==> src/rtl/dse_pkg.sv <==
package dse_pkg;
   typedef enum logic [1:0] {
      ST_IDLE = 2'd0,
      ST_REQ  = 2'd1,
      ST_GAP  = 2'd2
   } dse_state_e;

   typedef struct packed {
      logic dack_hi;
      logic dreq_hi;
      logic wide;
      logic dir_wr;
   } dse_mode_t;

   localparam logic [2:0] RG_MODE  = 3'd0;
   localparam logic [2:0] RG_BASE  = 3'd1;
   localparam logic [2:0] RG_LEN   = 3'd2;
   localparam logic [2:0] RG_BURST = 3'd3;
   localparam logic [2:0] RG_IEN   = 3'd4;
   localparam logic [2:0] RG_STAT  = 3'd5;
   localparam logic [2:0] RG_CMD   = 3'd6;

   localparam int IEN_EOT_BIT  = 3;
   localparam int STAT_FLAG_BIT = 1;
endpackage

==> src/rtl/dse_regs.sv <==
module dse_regs
   import dse_pkg::*;
#(
   parameter int ADDR_W    = 12,
   parameter int LEN_W     = 13,
   parameter bit NARROW_EN = 1'b1
) (
   input  logic              clk,
   input  logic              rst_n,
   input  logic              cfg_we,
   input  logic [2:0]        cfg_addr,
   input  logic [31:0]       cfg_wdata,
   output logic [31:0]       cfg_rdata,
   input  logic              busy,
   input  logic              done,
   output dse_mode_t         mode,
   output logic [ADDR_W-1:0] base,
   output logic [LEN_W-1:0]  len,
   output logic [LEN_W-1:0]  burst,
   output logic              start_go,
   output logic              irq
);
   dse_mode_t         mode_q;
   logic [ADDR_W-1:0] base_q;
   logic [LEN_W-1:0]  len_q;
   logic [LEN_W-1:0]  burst_q;
   logic              ie_q;
   logic              flag_q;
   logic              clr_hit;
   logic              unused_wbits;

   assign unused_wbits = ^cfg_wdata;

   generate
      if (NARROW_EN) begin : g_both_widths
         assign mode = mode_q;
      end else begin : g_wide_only
         assign mode = '{dack_hi: mode_q.dack_hi, dreq_hi: mode_q.dreq_hi,
                         wide: 1'b1, dir_wr: mode_q.dir_wr};
      end
   endgenerate

   assign start_go = cfg_we && (cfg_addr == RG_CMD) && cfg_wdata[0] && !busy;
   assign clr_hit  = cfg_we && (cfg_addr == RG_STAT) && cfg_wdata[STAT_FLAG_BIT];

   always_ff @(posedge clk) begin
      if (!rst_n) begin
         mode_q  <= '{dack_hi: 1'b1, dreq_hi: 1'b1, wide: 1'b1, dir_wr: 1'b0};
         base_q  <= '0;
         len_q   <= '0;
         burst_q <= '0;
         ie_q    <= 1'b0;
      end else if (cfg_we) begin
         case (cfg_addr)
            RG_MODE:  mode_q  <= dse_mode_t'(cfg_wdata[3:0]);
            RG_BASE:  base_q  <= cfg_wdata[ADDR_W-1:0];
            RG_LEN:   len_q   <= cfg_wdata[LEN_W-1:0];
            RG_BURST: burst_q <= cfg_wdata[LEN_W-1:0];
            RG_IEN:   ie_q    <= cfg_wdata[IEN_EOT_BIT];
            default:  ;
         endcase
      end
   end

   always_ff @(posedge clk) begin
      if (!rst_n)       flag_q <= 1'b0;
      else if (done)    flag_q <= 1'b1;
      else if (clr_hit) flag_q <= 1'b0;
   end

   assign base  = base_q;
   assign len   = len_q;
   assign burst = burst_q;
   assign irq   = flag_q && ie_q;

   always_comb begin
      case (cfg_addr)
         RG_MODE:  cfg_rdata = {28'd0, mode};
         RG_BASE:  cfg_rdata = 32'(base_q);
         RG_LEN:   cfg_rdata = 32'(len_q);
         RG_BURST: cfg_rdata = 32'(burst_q);
         RG_IEN:   cfg_rdata = {28'd0, ie_q, 3'd0};
         RG_STAT:  cfg_rdata = {30'd0, flag_q, busy};
         default:  cfg_rdata = '0;
      endcase
   end

   assert_flag_set_wins_R7: assert property (@(posedge clk) disable iff (!rst_n)
      done |=> flag_q);
   assert_start_busy_R10: assert property (@(posedge clk) disable iff (!rst_n)
      (start_go && len_q != '0) |=> busy);
endmodule

==> src/rtl/dse_ctrl.sv <==
module dse_ctrl
   import dse_pkg::*;
#(
   parameter int ADDR_W = 12,
   parameter int LEN_W  = 13
) (
   input  logic              clk,
   input  logic              rst_n,
   input  logic              start_go,
   input  logic              mode_wide,
   input  logic              mode_dir,
   input  logic [ADDR_W-1:0] base,
   input  logic [LEN_W-1:0]  len,
   input  logic [LEN_W-1:0]  burst,
   input  logic              dack_act,
   output logic              busy,
   output logic              dreq_act,
   output logic              beat,
   output logic              done,
   output logic [ADDR_W-1:0] addr,
   output logic [LEN_W:0]    real_left,
   output logic              wide_q,
   output logic              dir_q
);
   localparam int CW = LEN_W + 1;

   dse_state_e        st_q;
   logic [ADDR_W-1:0] addr_q;
   logic [CW-1:0]     pad_q, real_q, bl_q, bsz_q;
   logic              use_wide;
   logic [CW-1:0]     step_c;
   logic [ADDR_W-1:0] astep;
   logic [CW-1:0]     pad_new, bsz_new;

   function automatic logic [CW-1:0] round_up(input logic [CW-1:0] v, input logic w);
      logic [CW-1:0] m;
      m = w ? CW'(3) : CW'(1);
      return (v + m) & ~m;
   endfunction

   function automatic logic [CW-1:0] burst_pick(input logic [CW-1:0] b, input logic [CW-1:0] p);
      return (b == '0 || b > p) ? p : b;
   endfunction

   assign use_wide = (st_q == ST_IDLE) ? mode_wide : wide_q;
   assign step_c   = use_wide ? CW'(4) : CW'(2);
   assign astep    = use_wide ? ADDR_W'(4) : ADDR_W'(2);
   assign pad_new  = round_up({1'b0, len}, mode_wide);
   assign bsz_new  = round_up({1'b0, burst}, mode_wide);

   assign busy     = (st_q != ST_IDLE);
   assign dreq_act = (st_q == ST_REQ);
   assign beat     = (st_q == ST_REQ) && dack_act;
   assign done     = (beat && pad_q == step_c) ||
                     (start_go && st_q == ST_IDLE && pad_new == '0);

   always_ff @(posedge clk) begin
      if (!rst_n) begin
         st_q   <= ST_IDLE;
         addr_q <= '0;
         pad_q  <= '0;
         real_q <= '0;
         bl_q   <= '0;
         bsz_q  <= '0;
         wide_q <= 1'b1;
         dir_q  <= 1'b0;
      end else begin
         case (st_q)
            ST_IDLE: if (start_go) begin
               addr_q <= base & ~(astep - ADDR_W'(1));
               pad_q  <= pad_new;
               real_q <= {1'b0, len};
               bsz_q  <= bsz_new;
               bl_q   <= burst_pick(bsz_new, pad_new);
               wide_q <= mode_wide;
               dir_q  <= mode_dir;
               if (pad_new != '0) st_q <= ST_REQ;
            end
            ST_REQ: if (beat) begin
               addr_q <= addr_q + astep;
               pad_q  <= pad_q - step_c;
               real_q <= (real_q > step_c) ? real_q - step_c : '0;
               bl_q   <= bl_q - step_c;
               if (pad_q == step_c)     st_q <= ST_IDLE;
               else if (bl_q == step_c) st_q <= ST_GAP;
            end
            ST_GAP: begin
               bl_q <= burst_pick(bsz_q, pad_q);
               st_q <= ST_REQ;
            end
            default: st_q <= ST_IDLE;
         endcase
      end
   end

   assign addr      = addr_q;
   assign real_left = real_q;

   assert_hold_on_pause_R5: assert property (@(posedge clk) disable iff (!rst_n)
      (st_q == ST_REQ && !dack_act) |=> (addr_q == $past(addr_q) && pad_q == $past(pad_q)));
   assert_addr_aligned_R2: assert property (@(posedge clk) disable iff (!rst_n)
      busy |-> (wide_q ? (addr_q[1:0] == 2'b00) : (addr_q[0] == 1'b0)));
   assert_req_low_after_end_R4: assert property (@(posedge clk) disable iff (!rst_n)
      done |=> !dreq_act);
   assert_gap_one_cycle_R4: assert property (@(posedge clk) disable iff (!rst_n)
      (st_q == ST_GAP) |=> dreq_act);
endmodule

==> src/rtl/dse_lanes.sv <==
module dse_lanes #(
   parameter int ADDR_W = 12,
   parameter int LEN_W  = 13
) (
   input  logic              clk,
   input  logic              rst_n,
   input  logic              beat,
   input  logic              wide,
   input  logic              dir_wr,
   input  logic [ADDR_W-3:0] word_addr,
   input  logic              lane_hi,
   input  logic [LEN_W:0]    real_left,
   input  logic [31:0]       bus_din,
   input  logic [31:0]       mem_rdata,
   output logic [ADDR_W-3:0] mem_addr,
   output logic              mem_we,
   output logic              mem_re,
   output logic [3:0]        mem_be,
   output logic [31:0]       mem_wdata,
   output logic [31:0]       bus_dout,
   output logic              bus_dvalid
);
   localparam int CW    = LEN_W + 1;
   localparam int LANES = 4;

   logic [2:0]       nvalid;
   logic [LANES-1:0] be_c;
   logic             rd_v_q, rd_hi_q, rd_wide_q;

   always_comb begin
      if (wide) nvalid = (real_left >= CW'(4)) ? 3'd4 : real_left[2:0];
      else      nvalid = (real_left >= CW'(2)) ? 3'd2 : real_left[2:0];
   end

   for (genvar i = 0; i < LANES; i++) begin : g_lane
      localparam logic [2:0] POS_W = 3'(i);
      localparam logic [2:0] POS_N = 3'(i % 2);
      localparam logic       HALF  = (i >= 2);
      assign be_c[i] = wide ? (POS_W < nvalid)
                            : ((lane_hi == HALF) && (POS_N < nvalid));
   end

   assign mem_addr  = word_addr;
   assign mem_we    = beat && dir_wr;
   assign mem_re    = beat && !dir_wr;
   assign mem_be    = be_c;
   assign mem_wdata = wide ? bus_din : {bus_din[15:0], bus_din[15:0]};

   always_ff @(posedge clk) begin
      if (!rst_n) begin
         rd_v_q    <= 1'b0;
         rd_hi_q   <= 1'b0;
         rd_wide_q <= 1'b1;
      end else begin
         rd_v_q <= mem_re;
         if (mem_re) begin
            rd_hi_q   <= lane_hi;
            rd_wide_q <= wide;
         end
      end
   end

   assign bus_dvalid = rd_v_q;
   assign bus_dout   = !rd_v_q  ? 32'd0 :
                       rd_wide_q ? mem_rdata :
                       {16'd0, (rd_hi_q ? mem_rdata[31:16] : mem_rdata[15:0])};

   assert_narrow_one_half_R6: assert property (@(posedge clk) disable iff (!rst_n)
      (mem_we && !wide) |-> (mem_be[3:2] == 2'b00 || mem_be[1:0] == 2'b00));
   assert_be_count_R6: assert property (@(posedge clk) disable iff (!rst_n)
      mem_we |-> (mem_be != 4'd0 && $countones(mem_be) <= (wide ? 4 : 2)));
   assert_read_returns_R9: assert property (@(posedge clk) disable iff (!rst_n)
      mem_re |=> bus_dvalid);
endmodule

==> src/rtl/dma_slave_engine.sv <==
module dma_slave_engine
   import dse_pkg::*;
#(
   parameter int ADDR_W    = 12,
   parameter int LEN_W     = 13,
   parameter bit NARROW_EN = 1'b1
) (
   input  logic              clk,
   input  logic              rst_n,
   input  logic              cfg_we,
   input  logic [2:0]        cfg_addr,
   input  logic [31:0]       cfg_wdata,
   output logic [31:0]       cfg_rdata,
   output logic              dreq,
   input  logic              dack,
   input  logic [31:0]       bus_din,
   output logic [31:0]       bus_dout,
   output logic              bus_dvalid,
   output logic [ADDR_W-3:0] mem_addr,
   output logic              mem_we,
   output logic              mem_re,
   output logic [3:0]        mem_be,
   output logic [31:0]       mem_wdata,
   input  logic [31:0]       mem_rdata,
   output logic              irq
);
   generate
      if (ADDR_W < 4 || ADDR_W > 31) begin : g_bad_addr_w
         $error("dma_slave_engine: ADDR_W must lie in 4..31");
      end
      if (LEN_W < 3 || LEN_W > 30) begin : g_bad_len_w
         $error("dma_slave_engine: LEN_W must lie in 3..30");
      end
   endgenerate

   dse_mode_t         mode;
   logic [ADDR_W-1:0] base;
   logic [LEN_W-1:0]  len, burst;
   logic              start_go, busy, done, beat, dreq_act, dack_act;
   logic [ADDR_W-1:0] addr;
   logic [LEN_W:0]    real_left;
   logic              wide_q, dir_q;

   assign dack_act = (dack == mode.dack_hi);
   assign dreq     = mode.dreq_hi ? dreq_act : !dreq_act;

   dse_regs #(.ADDR_W(ADDR_W), .LEN_W(LEN_W), .NARROW_EN(NARROW_EN)) u_regs (
      .clk(clk), .rst_n(rst_n), .cfg_we(cfg_we), .cfg_addr(cfg_addr),
      .cfg_wdata(cfg_wdata), .cfg_rdata(cfg_rdata), .busy(busy), .done(done),
      .mode(mode), .base(base), .len(len), .burst(burst),
      .start_go(start_go), .irq(irq)
   );

   dse_ctrl #(.ADDR_W(ADDR_W), .LEN_W(LEN_W)) u_ctrl (
      .clk(clk), .rst_n(rst_n), .start_go(start_go), .mode_wide(mode.wide),
      .mode_dir(mode.dir_wr), .base(base), .len(len), .burst(burst),
      .dack_act(dack_act), .busy(busy), .dreq_act(dreq_act), .beat(beat),
      .done(done), .addr(addr), .real_left(real_left), .wide_q(wide_q),
      .dir_q(dir_q)
   );

   dse_lanes #(.ADDR_W(ADDR_W), .LEN_W(LEN_W)) u_lanes (
      .clk(clk), .rst_n(rst_n), .beat(beat), .wide(wide_q), .dir_wr(dir_q),
      .word_addr(addr[ADDR_W-1:2]), .lane_hi(addr[1]), .real_left(real_left),
      .bus_din(bus_din), .mem_rdata(mem_rdata), .mem_addr(mem_addr),
      .mem_we(mem_we), .mem_re(mem_re), .mem_be(mem_be), .mem_wdata(mem_wdata),
      .bus_dout(bus_dout), .bus_dvalid(bus_dvalid)
   );

   assert_req_polarity_R8: assert property (@(posedge clk) disable iff (!rst_n)
      !busy |-> (dreq == !mode.dreq_hi));
endmodule

==> config.mk <==
export PLATFORM = sky130hd
export DESIGN_NAME = dma_slave_engine
export DESIGN_NICKNAME = d
export VERILOG_FILES = /design/src/rtl/dse_pkg.sv /design/src/rtl/dse_regs.sv /design/src/rtl/dse_ctrl.sv /design/src/rtl/dse_lanes.sv /design/src/rtl/dma_slave_engine.sv
export SDC_FILE = /design/constraint.sdc
export NUM_CORES = 1
export LEC_CHECK = 0
export CORE_MARGIN = 2
export CORE_UTILIZATION = 42
export CTS_CLUSTER_DIAMETER = 40
export DETAILED_ROUTE_END_ITERATION = 8
export DONT_BUFFER_PORTS = 1
export GPL_TIMING_DRIVEN = 0
export HOLD_SLACK_MARGIN = 0.1
export PLACE_DENSITY_LB_ADDON = 0.08
export SKIP_CTS_REPAIR_TIMING = 1
export SLEW_MARGIN = 20
export SYNTH_ARGS = -nofsm -noshare
export SYNTH_HDL_FRONTEND = slang
export SYNTH_HIERARCHICAL = 1
export SYNTH_SLANG_ARGS = --single-unit
==> constraint.sdc <==
create_clock -name clk -period 4.3 [get_ports clk]
set_clock_uncertainty 0.15 [all_clocks]
set_input_delay 0.215 -clock clk [delete_from_list [all_inputs] [get_ports clk]]
set_output_delay 0.215 -clock clk [all_outputs]
set_load 0.02 [all_outputs]
==> Word level (Yosys, flattened, before mapping) <==
Index checks and enable logic that the tools add are counted.
{ "totals": {"register_bits": 119, "mem_bits_ro": 0, "mem_count": 0, "mem_bits_rw": 0, "latchBits": 0, "elab_cells": 138, "out_inout_bits": 115, "in_bits": 103} }
{ "op_classes": {"eq_ne": 15, "n_shift": 0, "add_sub_neg": 7, "n_mux": 40, "reduce_logical": 41, "bitwise": 6, "magnitude_cmp": 9, "multipliers": 0, "div": 0} }
{ "ops": {"columns": ["operator", "n"], "rows": [
  ["2-to-1 mux 14 bit", 9],
  ["2-to-1 mux 32 bit", 3],
  ["one-hot mux 13 bit (6 select lines)", 1],
  ["one-hot mux 14 bit (2 select lines)", 2],
  ["greater-than comparator 14 bit", 3],
  ["logical NOT 14 bit", 3],
  ["one-hot mux 14 bit (3 select lines)", 1],
  ["subtractor 14 bit", 3],
  ["AND 14 bit", 2],
  ["== test 14 bit", 2],
  ["2-to-1 mux 12 bit", 2],
  ["one-hot mux 12 bit (2 select lines)", 1],
  ["logical AND 1 bit", 16],
  ["2-to-1 mux 16 bit", 1],
  ["2-to-1 mux 3 bit", 5],
  ["adder 13 x 14 -> 14 bit", 1],
  ["adder 13 x 2 -> 14 bit", 1],
  [">= comparator 14 x 2 -> 1 bit, second input constant", 1],
  [">= comparator 14 x 3 -> 1 bit, second input constant", 1],
  ["NOT 2 -> 14 bit", 1],
  ["nonzero test 14 bit", 1],
  ["adder 12 bit", 1],
  ["AND 12 bit", 1],
  ["2-to-1 mux 2 bit", 6],
  ["25 further kinds", 50]
]} }

==> Longest topological paths before layout <==
{ "depth": {"depth_word": 8, "mapped_depth": 16, "depth_no_buf": 14} }

==> Modules after synthesis <==
Netlist, hierarchy kept.
{ "by_module_without_submodules": {"columns": ["mod", "area_per_inst_um2", "seq_area_each_um2", "instances", "cells_each"], "rows": [
  ["dse_ctrl", 5800.6, 1381.3, 1, 753],
  ["dse_regs", 2262.2, 880.8, 1, 269],
  ["dse_lanes", 1033.5, 60.1, 1, 143],
  ["dma_slave_engine", 17.5, 0.0, 1, 2]
]} }

==> Least setup slack after synthesis <==
Ideal clock, no wire load.
{ "synth_timing": {"path_type": "register to register", "start": "reg u_regs.mode_q, in the netlist u_regs/mode[1]", "end": "reg u_ctrl.bl_q[1]", "synth_period_minus_slack_ps": 3908, "path_buffers": 1, "path_stages_with_launch": 15, "setup_time_ps": 74, "arrival_time_ps": 3684, "required_time_ps": 4076, "setup_slack_ps": 392, "cell_sequence": "dfxtp_1 > inv_1 > fa_1 > clkbuf_1 > nor4_1 > and3_1 > xnor2_1 > inv_1 > ha_1 > nand4_1 > nor4_1 > or2_2 > o211ai_2 > or3_1 > a31oi_1"} }
{ "synth_between": {"elab_chain_cells": 8, "word_cells_on_any_way": 16, "classes_between": "3 x add/sub; 1 x order compare; 7 x mux; 3 x bitwise; 2 x reduce/logical"} }
{ "synth_lines": {"columns": ["item", "line_no", "text"], "rows": [
  ["from (decl)", "dse_regs.sv:23", "dse_mode_t mode_q;"],
  ["from (signal assigned)", "dse_regs.sv:48", "mode_q <= '{dack_hi: 1'b1, dreq_hi: 1'b1, wide: 1'b1, dir_wr: 1'b0};"],
  ["from (signal assigned)", "dse_regs.sv:55", "RG_MODE: mode_q <= dse_mode_t'(cfg_wdata[3:0]);"],
  ["2-to-1 mux 2 bit (*)", "dse_ctrl.sv:37", "m = w ? CW'(3) : CW'(1);"],
  ["adder 13 x 14 -> 14 bit (*)", "dse_ctrl.sv:38", "return (v + m) & ~m;"],
  ["AND 14 bit (*)", "dse_ctrl.sv:38", null],
  ["via u_ctrl.bsz_new[12]", "dse_ctrl.sv:33", "logic [CW-1:0] pad_new, bsz_new;"],
  ["greater-than comparator 14 bit or logical NOT 14 bit (tied branches)", "dse_ctrl.sv:42", "return (b == '0 || b > p) ? p : b;"],
  ["logical OR 1 bit (*)", "dse_ctrl.sv:42", null],
  ["2-to-1 mux 14 bit (*)", "dse_ctrl.sv:42", null],
  ["2-to-1 mux 14 bit (*)", "dse_ctrl.sv:69", "ST_IDLE: if (start_go) begin"],
  ["one-hot mux 14 bit (3 select lines) (*)", "dse_ctrl.sv:68", "case (st_q)"],
  ["to (signal assigned)", "dse_ctrl.sv:74", "bl_q <= burst_pick(bsz_new, pad_new);"],
  ["to (signal assigned)", "dse_ctrl.sv:83", "bl_q <= bl_q - step_c;"],
  ["to (signal assigned)", "dse_ctrl.sv:88", "bl_q <= burst_pick(bsz_q, pad_q);"],
  ["to (decl)", "dse_ctrl.sv:29", "logic [CW-1:0] pad_q, real_q, bl_q, bsz_q;"]
]} }
The timed path passes the listed nets; every way through them passes the cells marked *. The select of a mux whose other input is x is not followed.
A chain may end at the register's enable or synchronous reset.

==> Worst setup path after layout <==
{ "layout_timing": {"start": "reg u_regs.mode_q, in the netlist u_regs/mode[1]", "end": "reg u_ctrl.bl_q[7]"} }
Same word-level chain as after synthesis.

==> impl_summary.txt <==
----------------------------------------------------
[Power]
  Total design power ... slightly above 3000 µW
  Power share of the sequential group ... 36.5%
  Fraction of power consumed by the clock network ... between 40 and 50%
  Power spent charging and discharging nets ... around 900 µW
  Internal power component ... approximately 2100 µW
  Switching Share ... 30.2%
  Fraction of power consumed by combinational cells ... between 10% and 20%
  Lkg Pwr ... between 0.004 and 0.005 µW
  Peak supply drop ... about 0.00026 V
  Power density of the placed cells ... 296 nW/µm²

[Routing]
  Vias per std cell ... 5.89
  Average wire per standard cell ... between 20 and 25 µm
  Total length of routed wires ... between 30 and 40 mm
  Post-route antenna net violation count ... 0
  Number of remaining DRC errors ... 0
  DRT iter0 DRCs ... around 810
  TritonRoute pass-1 iters ... 5
  Via count ... about 8.9k

[Worst setup path]
  Worst-path cell chain ... inv_1 > fa_1 > clkbuf_1 > nor4_4 > and3_1 > xnor2_2 > inv_1 > ha_1 > o21a_1 > a21oi_2 > a2bb2oi_1 > mux2i_2 > o211ai_2 > buf_2 > nor3_1 > a311oi_1
  Delay-heaviest family, CP ... simple AND/OR/NAND/NOR gates
  Largest stage delay on the critical path ... around 0.45 ns
  Slowest stage cell on the critical path ... sky130_fd_sc_hd__dfxtp_2
  Library cell appearing most often on the critical path ... sky130_fd_sc_hd__inv_1
  Max Fanout on Critical Path ... 10
  Startpoint Class ... flip-flop
  Worst-case reg-to-reg path depth ... 16
  Data arrival time at the worst-slack endpoint ... between 4 and 5 ns
  Worst Path Buf+Inv ... 4
  Class of the most critical setup path ... flip-flop to flip-flop
  Kind of end point of the critical path ... flip-flop
  Count of cell instances traversed by the critical path ... 16
  Required time of the critical path ... 4.41 ns

[Placed design]
  Total instance count after detailed placement ... about 1.5k
  GP Congestion ... 0.929
  Detailed placer's ending HPWL ... between 20 and 30 mm
  Post-Place Worst Slack ... -0.407 ns
  Count of buffers from port buffering ... 0

[Worst hold path]
  Number of stages on the worst hold path ... 3
  Worst hold path class ... primary input to flip-flop

[STA]
  Worst slew margin relative to its limit ... between 20 and 30%
  Transition time at the pin with the least slew margin ... about 1.1 ns
  Final cycle utilization of the critical path ... 95.2%
  Worst hold margin ... 0.0625 ns
  Final count of negative-setup-slack endpoints ... 0
  Setup repair after global routing missed its margin ... no
  Final Hold Violating Endpoints ... 0
  Least setup slack across all paths after layout ... between 0.2 and 0.25 ns
  Max-slew violation count ... 0
  Achievable Freq ... between 200 and 250 MHz
  Time the final worst path needs with I/O delays and setup ... about 4.1 ns

[Global route]
  Number of antenna violations at the first check in global routing ... 0
  Wire length of the first global-routing pass ... 48.6 mm
  Final global-route overflow total ... 0
  Total Routing Usage GR ... 28.4%
  Pin count of the biggest net entering global routing ... 18
  Vias in the first global route ... slightly above 8k

[Floorplan]
  Y dimension of the die ... approximately 150 µm
  # rows ... 53
  Die width ... ~150 µm
  I/O pin total ... 218
  Starting Density ... ~43%
  Core area ... ~21000 µm²
  DIE AREA ... 22900 µm²

[Clocking]
  Clock buffer depth ... 2
  Clock latency of the later-clocked register in the worst-skew pair ... approximately 0.42 ns
  Clock slew seen by the registers of the worst setup and hold paths ... approximately 0.060 ns
  CTS H-tree lvls ... 4
  Clock tree from TritonCTS ... done
  Clock tree root buffer cell ... sky130_fd_sc_hd__clkbuf_16
  CTS Buf Count ... 17
  Num Clock Sinks ... around 120

[Outcome]
  Status ... finished, final reports clean

[Yosys]
  Post-Syn Instances ... between 1k and 1.5k
  Warnings from Yosys ... 6
  Cell area after synthesis ... just over 9000 µm²
  Syn Area/Cell ... roughly 7.8 µm²

[Layout]
  # nets final ... about 1.4k
  Final Non-Filler Cells ... around 1.5k
  Area growth syn-to-layout ... 14.1%
  Antenna diodes ... 0
  Fraction of the core area covered by cells at the end of the flow ... between 40% and 50%
  Ratio of cells with drive above 1 in the final layout ... between 10% and 20%

[Job]
  Max-cap viol count ... 0

----------------------------------------------------
[tightest hold or removal path, delay by kind of cell]
family	cells	cell delay (ns)
AND/OR/NAND/NOR	2	0.31
AO/OA/AOI/OAI	1	0.07
[metrics by stage]
stage	area, µm²	setup TNS (ns)
floorplan	9170	0
finish	10400	0
detailed placement	9530	-4.34
global placement	9510	-11.00
global route	10400	0
CTS	10100	-4.49
[registers in the layout, indices dropped and copies added (netlist names)]
name,count
u_regs/len,13
u_lanes/rd_wide_q,1
u_ctrl/bsz_q,13
u_regs/base,12
u_regs/ie_q,1
u_ctrl/pad_q,13
u_regs/burst,13
u_ctrl/bl_q,14
u_lanes/bus_dvalid,1
u_ctrl/wide_q,1
u_ctrl/st_q,2
u_lanes/rd_hi_q,1
u_ctrl/dir_q,1
u_regs/flag_q,1
u_regs/mode,4
u_ctrl/real_left,14
u_ctrl/addr,11
[routing by layer]
layer / global-route usage [%] / up-vias / part of all wire [%] / routed length (µm)
met4: 11.3 / 0 / 3.5 / 1170
li1: - / 4272 / - / -
met3: 7.26 / 65 / 7.9 / 2650
met2: 45.2 / 406 / 47 / 15600
met1: 36.8 / 4169 / 42 / 13900
met5: 0 / - / 0 / 0
[cell type report]
type | instances | area, µm²
timing repair buffer | 22 | 213
clock buffer | 17 | 425
fill | 2097 | 10800
buffer | 111 | 636
multi-input combinational | 905 | 6080
sequential | 116 | 2320
tap | 275 | 344
clock inverter | 15 | 174
inverter | 51 | 191
[power groups by stage]
stage / clock, µW / combinational (µW) / sequential [µW]
floorplan: 0 / 361 / 1130
global placement: 0 / 452 / 1140
detailed placement: 0 / 452 / 1140
CTS: 1470 / 454 / 1120
global route: 1520 / 534 / 1120
finish: 1460 / 495 / 1120
[worst paths after layout]
kind	startpoint	to	slack [ns]
max	u_regs/mode[1]	u_ctrl/bl_q[7]	0.20
min	cfg_we	u_regs/len[2]	0.06
max reg2reg	u_regs/mode[1]	u_ctrl/bl_q[7]	0.20
min reg2reg	u_ctrl/bl_q[0]	u_ctrl/bl_q[0]	0.31
[cell usage in the layout (no fill, tap or decap), types with 18 or more instances in the layout]
cell / count
sky130_fd_sc_hd__buf_4: 49
sky130_fd_sc_hd__nor2b_1: 28
sky130_fd_sc_hd__inv_1: 51
sky130_fd_sc_hd__mux2_2: 35
sky130_fd_sc_hd__xnor2_1: 24
sky130_fd_sc_hd__clkbuf_1: 41
sky130_fd_sc_hd__a21boi_0: 57
sky130_fd_sc_hd__conb_1: 19
sky130_fd_sc_hd__a21oi_1: 42
sky130_fd_sc_hd__dfxtp_1: 114
sky130_fd_sc_hd__ha_1: 40
sky130_fd_sc_hd__nor3_1: 37
sky130_fd_sc_hd__nand3_1: 21
sky130_fd_sc_hd__nor2_1: 59
sky130_fd_sc_hd__o21ai_0: 44
sky130_fd_sc_hd__dlygate4sd3_1: 19
sky130_fd_sc_hd__nand2_1: 195
sky130_fd_sc_hd__buf_2: 18
Power figures use the tool's default switching activity.
